### src/rtl/sdr_bank_pkg.sv
package sdr_bank_pkg;
  localparam int unsigned MA_W    = 14;
  localparam int unsigned COL_MIN = 7;
  localparam int unsigned AP_BIT  = 10;

  typedef struct packed {
    logic       row12;
    logic [1:0] col_code;
    logic       lb4;
  } geom_t;
endpackage

### src/rtl/sdr_bank_match.sv
module sdr_bank_match #(
  parameter int unsigned NB = 8,
  parameter int unsigned GW = 12,
  parameter int unsigned LW = 2
) (
  input  logic [GW-1:0]    gran_i,
  input  logic [LW-1:0]    over_i,
  input  logic [NB-1:0]    en_i,
  input  logic [NB*GW-1:0] start_i,
  input  logic [NB*GW-1:0] end_i,
  output logic [NB-1:0]    hit_o
);
  logic in_limit;
  assign in_limit = (over_i == '0);

  for (genvar b = 0; b < NB; b++) begin : g_bank
    logic [GW-1:0] lo, hi;
    assign lo = start_i[b*GW +: GW];
    assign hi = end_i[b*GW +: GW];
    assign hit_o[b] = en_i[b] && in_limit && (gran_i >= lo) && (gran_i <= hi);
  end
endmodule

### src/rtl/sdr_prio_sel.sv
module sdr_prio_sel #(
  parameter int unsigned NB = 8,
  localparam int unsigned IW = (NB > 1) ? $clog2(NB) : 1
) (
  input  logic [NB-1:0] hit_i,
  output logic [NB-1:0] sel_oh_o,
  output logic [IW-1:0] sel_idx_o,
  output logic          any_o,
  output logic          multi_o
);
  always_comb begin
    sel_oh_o  = '0;
    sel_idx_o = '0;
    any_o     = 1'b0;
    for (int i = NB - 1; i >= 0; i--) begin
      if (hit_i[i]) begin
        sel_oh_o  = '0;
        sel_oh_o[i] = 1'b1;
        sel_idx_o = IW'(i);
        any_o     = 1'b1;
      end
    end
    multi_o = (hit_i & (hit_i - NB'(1))) != '0;
  end
endmodule

### src/rtl/sdr_addr_split.sv
module sdr_addr_split
  import sdr_bank_pkg::*;
#(
  parameter int unsigned AW = 32
) (
  input  logic [AW-1:0]   addr_i,
  input  logic            bus64_i,
  input  logic            col_phase_i,
  input  logic            ap_val_i,
  input  geom_t           geom_i,
  output logic [MA_W-1:0] ma_o,
  output logic [1:0]      ba_o,
  output logic            cfg_err_o
);
  logic [AW-1:0] word, col_f, lb_f, row_f;
  logic [4:0]    cbits, rbits, lbw;

  always_comb begin
    word  = bus64_i ? (addr_i >> 3) : (addr_i >> 2);
    cbits = 5'(COL_MIN) + 5'(geom_i.col_code);
    lbw   = geom_i.lb4 ? 5'd2 : 5'd1;
    rbits = geom_i.row12 ? 5'd12 : 5'd11;
    col_f = word & ((AW'(1) << cbits) - AW'(1));
    lb_f  = (word >> cbits) & (geom_i.lb4 ? AW'(3) : AW'(1));
    row_f = (word >> (cbits + lbw)) & ((AW'(1) << rbits) - AW'(1));
    if (col_phase_i) begin
      ma_o = col_f[MA_W-1:0];
      ma_o[AP_BIT] = ap_val_i;
    end else begin
      ma_o = row_f[MA_W-1:0];
    end
    ba_o = lb_f[1:0];
    // columns that would fragment the space for this bus width
    cfg_err_o = bus64_i ? (geom_i.col_code == 2'd0) : (geom_i.col_code <= 2'd1);
  end
endmodule

### src/rtl/sdr_bank_mux.sv
module sdr_bank_mux
  import sdr_bank_pkg::*;
#(
  parameter int unsigned NB      = 8,
  parameter int unsigned AW      = 32,
  parameter int unsigned GRAN_LSB = 20,
  parameter int unsigned LIM_LSB  = 30,
  localparam int unsigned GW = AW - GRAN_LSB,
  localparam int unsigned LW = AW - LIM_LSB,
  localparam int unsigned IW = (NB > 1) ? $clog2(NB) : 1
) (
  input  logic             clk_i,
  input  logic             rst_ni,
  input  logic [AW-1:0]    addr_i,
  input  logic             col_phase_i,
  input  logic             bus64_i,
  input  logic             ap_val_i,
  input  logic [NB-1:0]    bank_en_i,
  input  logic [NB*GW-1:0] bank_start_i,
  input  logic [NB*GW-1:0] bank_end_i,
  input  logic [NB-1:0]    row12_i,
  input  logic [2*NB-1:0]  col_code_i,
  input  logic [NB-1:0]    lb4_i,
  output logic [NB-1:0]    cs_o,
  output logic [MA_W-1:0]  ma_o,
  output logic [1:0]       ba_o,
  output logic             miss_o,
  output logic             overlap_o,
  output logic             cfg_err_o
);
  logic [NB-1:0]   hit, sel_oh;
  logic [IW-1:0]   sel_idx;
  logic            any_hit, multi_hit;
  geom_t           geom;
  logic [MA_W-1:0] ma_d;
  logic [1:0]      ba_d;
  logic            cfg_d;

  sdr_bank_match #(.NB(NB), .GW(GW), .LW(LW)) u_match (
    .gran_i  (addr_i[AW-1:GRAN_LSB]),
    .over_i  (addr_i[AW-1:LIM_LSB]),
    .en_i    (bank_en_i),
    .start_i (bank_start_i),
    .end_i   (bank_end_i),
    .hit_o   (hit)
  );

  sdr_prio_sel #(.NB(NB)) u_prio (
    .hit_i     (hit),
    .sel_oh_o  (sel_oh),
    .sel_idx_o (sel_idx),
    .any_o     (any_hit),
    .multi_o   (multi_hit)
  );

  always_comb begin
    geom.row12    = row12_i[sel_idx];
    geom.col_code = col_code_i[2*sel_idx +: 2];
    geom.lb4      = lb4_i[sel_idx];
  end

  sdr_addr_split #(.AW(AW)) u_split (
    .addr_i      (addr_i),
    .bus64_i     (bus64_i),
    .col_phase_i (col_phase_i),
    .ap_val_i    (ap_val_i),
    .geom_i      (geom),
    .ma_o        (ma_d),
    .ba_o        (ba_d),
    .cfg_err_o   (cfg_d)
  );

  always_ff @(posedge clk_i or negedge rst_ni) begin
    if (!rst_ni) begin
      cs_o      <= '0;
      ma_o      <= '0;
      ba_o      <= '0;
      miss_o    <= 1'b0;
      overlap_o <= 1'b0;
      cfg_err_o <= 1'b0;
    end else begin
      cs_o      <= sel_oh;
      ma_o      <= any_hit ? ma_d : '0;
      ba_o      <= any_hit ? ba_d : '0;
      miss_o    <= ~any_hit;
      overlap_o <= multi_hit;
      cfg_err_o <= any_hit & cfg_d;
    end
  end
endmodule

### config.mk
export PLATFORM = sky130hd
export DESIGN_NAME = sdr_bank_mux
export DESIGN_NICKNAME = d
export VERILOG_FILES = /design/src/rtl/sdr_bank_pkg.sv /design/src/rtl/sdr_bank_match.sv /design/src/rtl/sdr_prio_sel.sv /design/src/rtl/sdr_addr_split.sv /design/src/rtl/sdr_bank_mux.sv
export SDC_FILE = /design/constraint.sdc
export NUM_CORES = 1
export LEC_CHECK = 0
export ABC_AREA = 0
export BUFFER_PORTS_ARGS = -buffer_cell sky130_fd_sc_hd__buf_2
export CAP_MARGIN = 0
export CORE_UTILIZATION = 50
export CTS_CLUSTER_DIAMETER = 30
export DETAILED_ROUTE_END_ITERATION = 12
export PLACE_DENSITY = 0.77
export SLEW_MARGIN = 20
export SYNTH_ARGS = -nofsm -noshare
export SYNTH_HDL_FRONTEND = slang
export SYNTH_SLANG_ARGS = --single-unit
### constraint.sdc
create_clock -name clk_i -period 0.8 [get_ports clk_i]
set_input_delay 0.08 -clock clk_i [delete_from_list [all_inputs] [get_ports clk_i]]
set_output_delay 0.08 -clock clk_i [all_outputs]
set_load 0.01 [all_outputs]
# Word-level counts from Yosys, hierarchy flattened
# Cells that the tools add are included.
# totals
register_bits,27
input_bits,269
word_cells,103
# classes
add_sub_neg,5
magnitude_cmp,18
shift,5
muxes,36
bitwise,6
n_reduce_logical,27
# op_table
cell,n
$ge 12x12->1,8
$le 12x12->1,8
$mux 8,8
$mux 30,1
$shr 30x4->2,1
$shr 30x5->14,1
$and 14x14->14,2
$mux 14,2
$shl 1x5->14 const A,2
$sub 14x1->14 const B,2
$mux 3,9
$logic_and 1x1->1,24
$shiftx 16x5->2,1
$mux 1,11
$and 8x8->8,1
$reduce_bool 8->1,1
$sub 8x1->8 const B,1
$bmux 1 s3,2
$mux 2,3
$add 5x5->5,1
$add 3x2->4 const A,1
$logic_not 2->1,2
$lt 3x4->1 const B,1
$and 2x2->2,1
other kinds (3),3

# Logic depth before layout (Yosys ltp)
# Gate-level depths: netlist of the first run.
# depth
depth_word,20
ltp_mapped,28
ltp_nobuf,26

# Hierarchy
# A second synthesis of the first run with hierarchy kept.
# hier_totals
hier_cells,982
area_unflattened_um2,8239.2
# by_module_without_submodules
module,n_inst,cells_per_inst,area_each_um2,seq_area_each_um2
sdr_bank_match,1,642,4820.9,0.0
sdr_addr_split,1,244,2128.3,0.0
sdr_bank_mux,1,60,1059.8,675.6
sdr_prio_sel,1,36,230.2,0.0

# Worst setup path before layout of the first run
# OpenSTA, ideal clock, no wires.
# synth_path
path_type,input to register
from,input port addr_i[20]
to,register ma_o[0]
arrival_time_ns,5.212
t_required_ns,0.658
setup_slack_ns,-4.554
path_stages,23
n_path_buf,4
path_cell_list,inv_1 -> ha_1 -> nand2b_4 -> a2111oi_4 -> o221ai_2 -> a211oi_1 -> or4_1 -> buf_6 -> o211ai_4 -> a21oi_2 -> clkbuf_8 -> nor3_2 -> a2111oi_4 -> ha_1 -> fa_1 -> xor2_1 -> clkbuf_1 -> clkbuf_1 -> o311ai_0 -> o211ai_1 -> o21ai_0 -> nor2_1 -> a211oi_1
# synth_via
elab_chain_len,19
# synth_lines
item,line_no,rtl
"start, declared",sdr_bank_mux.sv:14,"input logic [AW-1:0] addr_i,"
"parallel branches: the longest is 18 deep, another holds $ge 12x12->1",-,
$mux 14 (*),sdr_bank_mux.sv:83,ma_o <= any_hit ? ma_d : '0;
"end signal, assigned",sdr_bank_mux.sv:83,
"end, declared",sdr_bank_mux.sv:25,"output logic [MA_W-1:0] ma_o,"
# Every way passes the cells marked *. The select of a mux whose other input is x is not followed.

# Worst setup path in the final report of the first run
# layout_path
from,input port addr_i[26]
to,register ma_o[11]
# Same word-level chain as after synthesis.

==> results.tsv, run 1 <==
stage	metric	value	unit
yosys	Synth Area in Adders	0.320	
yosys	Synth area leaders	ha_1 (32%), inv_1 (9.0%), dfrtp_1 (8.5%)	
placed_design	dpl cells	1673	
detailed_routing	Routed Antenna Nets	0	
pwr	Pleak	0.00680	µW
outcome	violated checks	setup timing	
timing	Final Hold Fails	0	
clock_network	Worst-path clk slew	0.08	ns
yosys	Synth Area in Compound Gates	0.220	
placed_design	hpwl dp	24100	µm
timing	period utilisation layout	6.09	
global_routing	grt ovf	0	
floorplanning	Die Width	128	µm
floorplanning	Starting Density	0.517	
timing	worst setup slack after layout	-4.07	ns
detailed_routing	drt first pass iters	5	
yosys	Mapped Nets	1495	
yosys	Mapped Area	7950	µm²
critical_path	CP Class	input port to register	
detailed_routing	DR vias/cell	5.84	
critical_path	Required @ worst endpoint	0.97	ns
timing	Period minus WS final	4.87	ns
run	max-cap violation count	0	
global_routing	gr usage total	0.379	
pwr	PD cells	1650	nW/µm²
floorplanning	Die Footprint	16400	µm²
floorplanning	die height	128	µm
finish	layout cells sized above 1	0.458	
clock_network	H-tree depth	1	
yosys	async set-or-reset flop fraction in the synthesized netlist	1.00	
yosys	Synth cell types	87	
placed_design	final RePlAce weighted congestion	0.965	
detailed_routing	DRC	0	
detailed_routing	DRT iter0 DRCs	783	
yosys	Post-synth EDFFs	0	
timing	RSZ-0062 raised after global routing	yes	
finish	Fillers	918	
clock_network	CTS buffer count	3	
timing	Setup violations, final	53	
floorplanning	row cnt	45	
yosys	syn avg cell area	7.76	µm²
yosys	Post-Synthesis Cells	1024	
global_routing	vias in the first global route	10200	
critical_path	cell mode on critical path	buf_6	
yosys	dominant cell type by area after synthesis	ha_1	
yosys	simple logic cell fraction of the synthesized area	0.153	
yosys	xor/xnor share of the synthesized area	0.00331	
yosys	post-synthesis mux area share	0.108	
global_routing	antenna violations before repair	5	
finish	Finished Layout Cells	1710	
placed_design	Port Buffer Count	293	
critical_path	startpoint class of the critical path	input port	
yosys	main flop type after synthesis	dfrtp_1	
critical_path	crit path max-delay cell type	or4_4	
yosys	Seq/Total Area, Yosys	0.0850	
detailed_routing	DR WL/cell	19.6	µm
finish	fin util	0.820	
yosys	flops & latches, synth	27	
timing	count of pins over their slew limit	0	
detailed_routing	drt total wl	33500	µm
critical_path	CP max stage delay	0.65	ns
outcome	outcome	finished with violations	
clock_network	clk buf depth	2	
floorplanning	core area	15400	µm²
global_routing	pin count of the biggest net entering global routing	28	
floorplanning	# IOs	296	
clock_network	CTS tree	yes	
clock_network	clk root buf	clkbuf_16	
global_routing	first-pass GRT wire length	48900	µm
finish	Area Growth Syn to Fin	58.5	%
yosys	count leader, synth	ha_1	
timing	FMAX	205	MHz
detailed_routing	Via Count	9987	
critical_path	Arr. time, crit path	5.04	ns
pwr	Worst VDD drop	1.47	mV
yosys	largest family of logic cells by synthesized area	adder cells	
clock_network	clock sinks	27	
timing	Least-Margin Pin Slew	0.520	ns
yosys	most instantiated cells after synthesis	ha_1 (201), inv_1 (190), a21oi_1 (84)	
min_path	hold path depth	3	
yosys	Synth Warn #	0	
min_path	HP Class	input port to register	
critical_path	CP Max Fanout	6	
critical_path	crit path capture type	register	
timing	Rel. slew slack	0.651	
yosys	area share of the largest cell type after synthesis	0.316	
finish	Net count, final	1966	
## cells by family after synthesis
kind of cell | Yosys count
AO/OA/AOI/OAI | 251
XOR/XNOR | 3
adder cells (fa/ha/maj) | 203
buffers and inverters | 220
flip-flops | 27
multiplexers | 76
other | 1
AND/OR/NAND/NOR | 243
## critical path: cells and delay by family
family / cells / cell delay (ns)
AOI/OAI and AO/OA: 9 / 1.51
and+or+nand+nor: 5 / 1.29
buffers and inverters: 7 / 0.90
muxes: 3 / 0.62
adders and majority gates: 2 / 0.61
## cell usage in the layout, fill, tap and decap left out, types with 15 or more instances in the layout
master and count:
a211oi_1 16, a211oi_2 15, a21o_1 15, a21oi_1 72, buf_12 16, buf_2 277
buf_4 152, buf_6 40, dfrtp_1 27, ha_1 171, ha_4 30, inv_1 178
mux2i_1 37, nand2_1 77, nand4_1 26, nor2_1 45, o21ai_0 26, o21ai_1 16
## registers in the layout (all words and copies together), names as in the netlist
register / flops
ma_o: 14
cs_o: 8
ba_o: 2
cfg_err_o: 1
miss_o: 1
overlap_o: 1
## power by group
group / switching, µW / total (µW) / internal, µW
Combinational: 8790 / 17900 / 9110
Clock: 569 / 1250 / 684
Sequential: 69.7 / 1600 / 1540
## routing by layer
layer  GRT usage  part of all wire
met3      0.0522             0.071
met5           0                 0
met1       0.411              0.36
met4       0.226             0.068
met2       0.700              0.50
## area by class of cell
| type | count | area [µm²] | share of cell area |
|---|---|---|---|
| Antenna cell | 5 | 12.5 | 0.000993 |
| Clock buffer | 3 | 75.1 | 0.00596 |
| Clock inverter | 1 | 7.51 | 0.000596 |
| Inverter | 193 | 763 | 0.0606 |
| Multi-Input combinational cell | 777 | 7370 | 0.585 |
| Sequential cell | 27 | 676 | 0.0536 |
| Tap cell | 211 | 264 | 0.0210 |
| Timing Repair Buffer | 493 | 3430 | 0.272 |
## repair_timing
action | 4_1_cts | 5_1_grt
gates cloned | 1 | 0
hold endpoints to repair | 27 | 0
resized for setup | 122 | 113
endpoints found under the setup margin | 53 | 53
hold buffers | 1 | 0
buffers inserted | 19 | 11
pin swaps | 44 | 56
## final timing paths
check	startpoint	endpoint	slack [ns]
worst min-delay path	ap_val_i	ma_o[10]	0.07
min in group asynchronous	rst_ni	ma_o[0]	0.29
max in group asynchronous	rst_ni	cs_o[7]	0.34
worst max-delay path	addr_i[26]	ma_o[11]	-4.07
## stage by stage
stage	power [µW]	setup WS, ns	hold WS [ns]	area (µm²)	TNS [ns]
finish	20800	-4.07	0.0701	12600	-75.93
global route	21900	-4.19	0.108	12600	-78.96
CTS	18300	-3.80	0.0539	12000	-71.06
detailed placement	14500	-4.32	0.0464	11100	-82.40
global placement	14300	-4.30	0.0387	11100	-80.89
floorplan	10000	-4.00	-0.216	8210	-72.33
No activity file was read; power rests on OpenSTA's default activity.
==> run 2, diff against run 1 <==
--- a/config.mk
+++ b/config.mk
@@ -11,8 +11,9 @@
 export CORE_UTILIZATION = 50
 export CTS_CLUSTER_DIAMETER = 30
 export DETAILED_ROUTE_END_ITERATION = 12
-export PLACE_DENSITY = 0.77
+export PLACE_DENSITY = 0.76
 export SLEW_MARGIN = 20
 export SYNTH_ARGS = -nofsm -noshare
 export SYNTH_HDL_FRONTEND = slang
+export SYNTH_HIERARCHICAL = 1
 export SYNTH_SLANG_ARGS = --single-unit
==> run 2 against run 1 <==
  * The flow still finishes with violations (setup timing)
  * Global-route usage decreased by 2.0 points
  * Die area increased by 3.6%
  * Synthesized cell count decreased by 4.1%
  * Design area decreased by 2.4%
  * Area after synthesis increased by 3.7%
  * Sequential share of layout area increased by 0.13 points
  * First-iteration DRC count decreased by 20%
  * Clock-buffer cell count unchanged
  * Highest routed layer is now met5
==> results.tsv, run 2 <==
stage	metric	value	unit	change
outcome	outcome	finished with violations		
outcome	violated checks	setup timing		
clock_network	clock sinks	27		unchanged
detailed_routing	DRC	0		unchanged
finish	max reg flops	14		unchanged
global_routing	first-pass GRT wire length	46600	µm	-4.6%
placed_design	Port Buffer Count	293		unchanged
critical_path	Critical path origin	addr_i[20]		
pwr	PD cells	1460	nW/µm²	-11%
critical_path	CP Class	input port to register		
finish	largest registers	ma_o: 14 flops, cs_o: 8 flops, ba_o: 2 flops		
finish	Net count, final	1927		-2.0%
timing	Setup violations, final	53		unchanged
global_routing	gr usage total	0.359		-0.0203
yosys	most instantiated cells after synthesis	ha_1 (202), inv_1 (189), a21oi_1 (61)		
floorplanning	Starting Density	0.515		-0.00212
clock_network	CTS buffer count	3		unchanged
placed_design	placement-stage cell area	11300	µm²	+1.7%
critical_path	CP Max Fanout	7		+1
timing	FMAX	192	MHz	-6.5%
yosys	Post-synth EDFFs	0		unchanged
global_routing	grt ovf	0		unchanged
finish	most common cell after layout, fill and taps aside	buf_2		
yosys	Seq/Total Area, Yosys	0.0820		-0.00301
global_routing	pin count of the biggest net entering global routing	28		unchanged
pwr	overall power	18000	µW	-13%
min_path	hold path depth	4		+1
clock_network	Worst-path clk slew	0.08	ns	about the same
timing	Rel. slew slack	0.606		-0.0448
critical_path	Required @ worst endpoint	0.97	ns	about the same
yosys	flops & latches, synth	27		unchanged
finish	Design Area, Final	12300	µm²	-2.4%
floorplanning	# IOs	296		unchanged
detailed_routing	DR WL/cell	18.6	µm	-5.2%
yosys	area share of the largest cell type after synthesis	0.307		-0.00968
timing	Final Hold Fails	0		unchanged
finish	commonest non-fill, non-tap cells in the layout	buf_2 (276), ha_1 (188), inv_1 (182)		
pwr	Worst VDD drop	1.36	mV	-7.9%
clock_network	H-tree depth	1		unchanged
detailed_routing	Routed Antenna Nets	0		unchanged
critical_path	Arr. time, crit path	5.38	ns	+0.34 ns
timing	count of pins over their slew limit	0		unchanged
detailed_routing	drt first pass iters	5		unchanged
floorplanning	die height	130	µm	+1.8%
timing	RSZ-0062 raised after global routing	yes		
yosys	main flop type after synthesis	dfrtp_1		
yosys	Synth Warn #	6		+6
placed_design	Setup WS pre-CTS	-4.74	ns	-0.424 ns
yosys	Mapped Area	8240	µm²	+3.7%
floorplanning	Die Width	130	µm	+1.8%
timing	period utilisation layout	6.51		+0.423
yosys	Mapped Nets	1454		-2.7%
pwr	Pleak	0.00687	µW	+1.0%
finish	layout cells sized above 1	0.454		-0.00391
yosys	async set-or-reset flop fraction in the synthesized netlist	1.00		unchanged
yosys	Synth area leaders	ha_1 (31%), inv_1 (8.6%), dfrtp_1 (8.2%)		
global_routing	vias in the first global route	9709		-4.6%
global_routing	antenna violations before repair	7		+2
detailed_routing	DRT iter0 DRCs	623		-20%
timing	Period minus WS final	5.21	ns	+0.338 ns
timing	worst setup slack after layout	-4.41	ns	-0.338 ns
detailed_routing	drt total wl	31100	µm	-7.1%
finish	Fillers	1206		+31%
critical_path	Critical Path Sink	ma_o[7]		
floorplanning	Die Footprint	17000	µm²	+3.6%
floorplanning	row cnt	46		+2.2%
critical_path	startpoint class of the critical path	input port		
placed_design	hpwl dp	25100	µm	+4.2%
clock_network	clk root buf	clkbuf_16		
clock_network	clk buf depth	2		unchanged
placed_design	final RePlAce weighted congestion	0.945		-2.1%
yosys	dominant cell type by area after synthesis	ha_1		
detailed_routing	DR vias/cell	5.70		-2.4%
detailed_routing	Via Count	9555		-4.3%
finish	Area Growth Syn to Fin	49.2	%	
floorplanning	core area	16000	µm²	+4.1%
yosys	count leader, synth	ha_1		
finish	Largest Register	ma_o		
yosys	syn avg cell area	8.39	µm²	+8.1%
min_path	HP Class	input port to register		
timing	Least-Margin Pin Slew	0.589	ns	+0.0693 ns
yosys	Synth cell types	63		-28%
critical_path	crit path capture type	register		
yosys	Post-Synthesis Cells	982		-4.1%
clock_network	CTS tree	yes		
run	max-cap violation count	0		unchanged
-- run 2: cell count changes in the layout (fill, tap and decap cells not counted), moves of 17 or more --
cell,previous run,this run
nand2_1,77,49
ha_1,171,188
nor2_1,45,27
o21ai_0,26,9
ha_4,30,12
mux4_2,5,22
-- run 2: logic make-up (layout without fill, tap and decap cells) --
| group | after synthesis | after routing | synth area share |
|---|---|---|---|
| buf+inv | 216 | 688 | 0.107 |
| compound gates | 193 | 193 | 0.170 |
| mux | 103 | 103 | 0.171 |
| fa+ha+maj | 203 | 203 | 0.309 |
| flops | 27 | 27 | 0.0820 |
| other cells | 1 | 7 | 0.000455 |
| simple gates | 231 | 231 | 0.152 |
| xor+xnor | 8 | 8 | 0.00850 |
-- run 2: layout make-up --
cell class              count  area [µm²]  share of cell area
repair buffers            494        3300               0.269
diodes                      6        15.0             0.00122
multi-input cells         739        7220               0.587
inverters                 190         729              0.0593
clock buffers               3        75.1             0.00611
flip-flops and latches     27         676              0.0550
clock inverters             1        7.51            0.000611
well taps                 216         270              0.0220
-- run 2: per-layer routing --
| metal | global-route usage | up-vias | routed length [µm] |
|---|---|---|---|
| met2 | 0.642 | 506 | 15300 |
| met5 | 0 | - | 10 |
| met1 | 0.395 | 4398 | 11800 |
| li1 | - | 4511 | - |
| met3 | 0.0664 | 138 | 2430 |
| met4 | 0.214 | 2 | 1640 |
-- run 2: what timing repair did --
action	4_1_cts	5_1_grt
gates resized for setup	73	56
pin swaps	33	36
hold endpoints to repair	27	0
setup buffers	21	15
endpoints found under the setup margin	53	53
hold buffers	1	0
gates cloned	1	0
-- run 2: report_power, final --
| group | switching (µW) | internal, µW | leakage, µW | total (µW) |
|---|---|---|---|---|
| clock network | 566 | 684 | 0.0000372 | 1250 |
| registers | 62.9 | 1530 | 0.000366 | 1590 |
| logic | 7310 | 7800 | 0.00646 | 15100 |
| total | 7940 | 10000 | 0.00687 | 18000 |
-- run 2: how the worst min path moves through the flow --
stage                        start        to  slack, ns
after CTS                 ap_val_i  ma_o[10]       0.19
after global routing      ap_val_i  ma_o[10]       0.22
after detailed placement    rst_ni   ma_o[0]       0.04
after floorplan             rst_ni   ba_o[0]      -0.22
final                     ap_val_i  ma_o[10]       0.21
after global placement      rst_ni  ma_o[12]       0.04
-- run 2: worst max-delay path: stages --
cell,delay [ns]
buf_8,0.08
clkinvlp_4,0.16
buf_6,0.17
buf_6,0.10
ha_4,0.24
nand2b_4,0.11
a2111oi_2,0.05
nor4_1,0.26
o21ai_1,0.16
a221oi_4,0.31
inv_2,0.07
a21oi_2,0.16
o21ai_2,0.09
nand2b_4,0.08
buf_12,0.12
mux4_2,0.49
mux2_4,0.32
inv_4,0.08
ha_4,0.20
fa_2,0.68
buf_6,0.14
mux2_4,0.31
nor2_1,0.13
nor3_2,0.07
a211o_1,0.27
a211o_1,0.27
and2_1,0.14
-- run 2: stage by stage --
| stage | hold slack (ns) | TNS (ns) | cells | util |
|---|---|---|---|---|
| CTS | 0.194 | -79.42 | 1657 | 0.745 |
| global placement | 0.0376 | -84.20 | 1631 | 0.707 |
| global route | 0.219 | -83.84 | 1675 | 0.768 |
| detailed placement | 0.0424 | -86.49 | 1631 | 0.707 |
| finish | 0.214 | -80.08 | 1676 | 0.768 |
| floorplan | -0.216 | -73.89 | 982 | - |
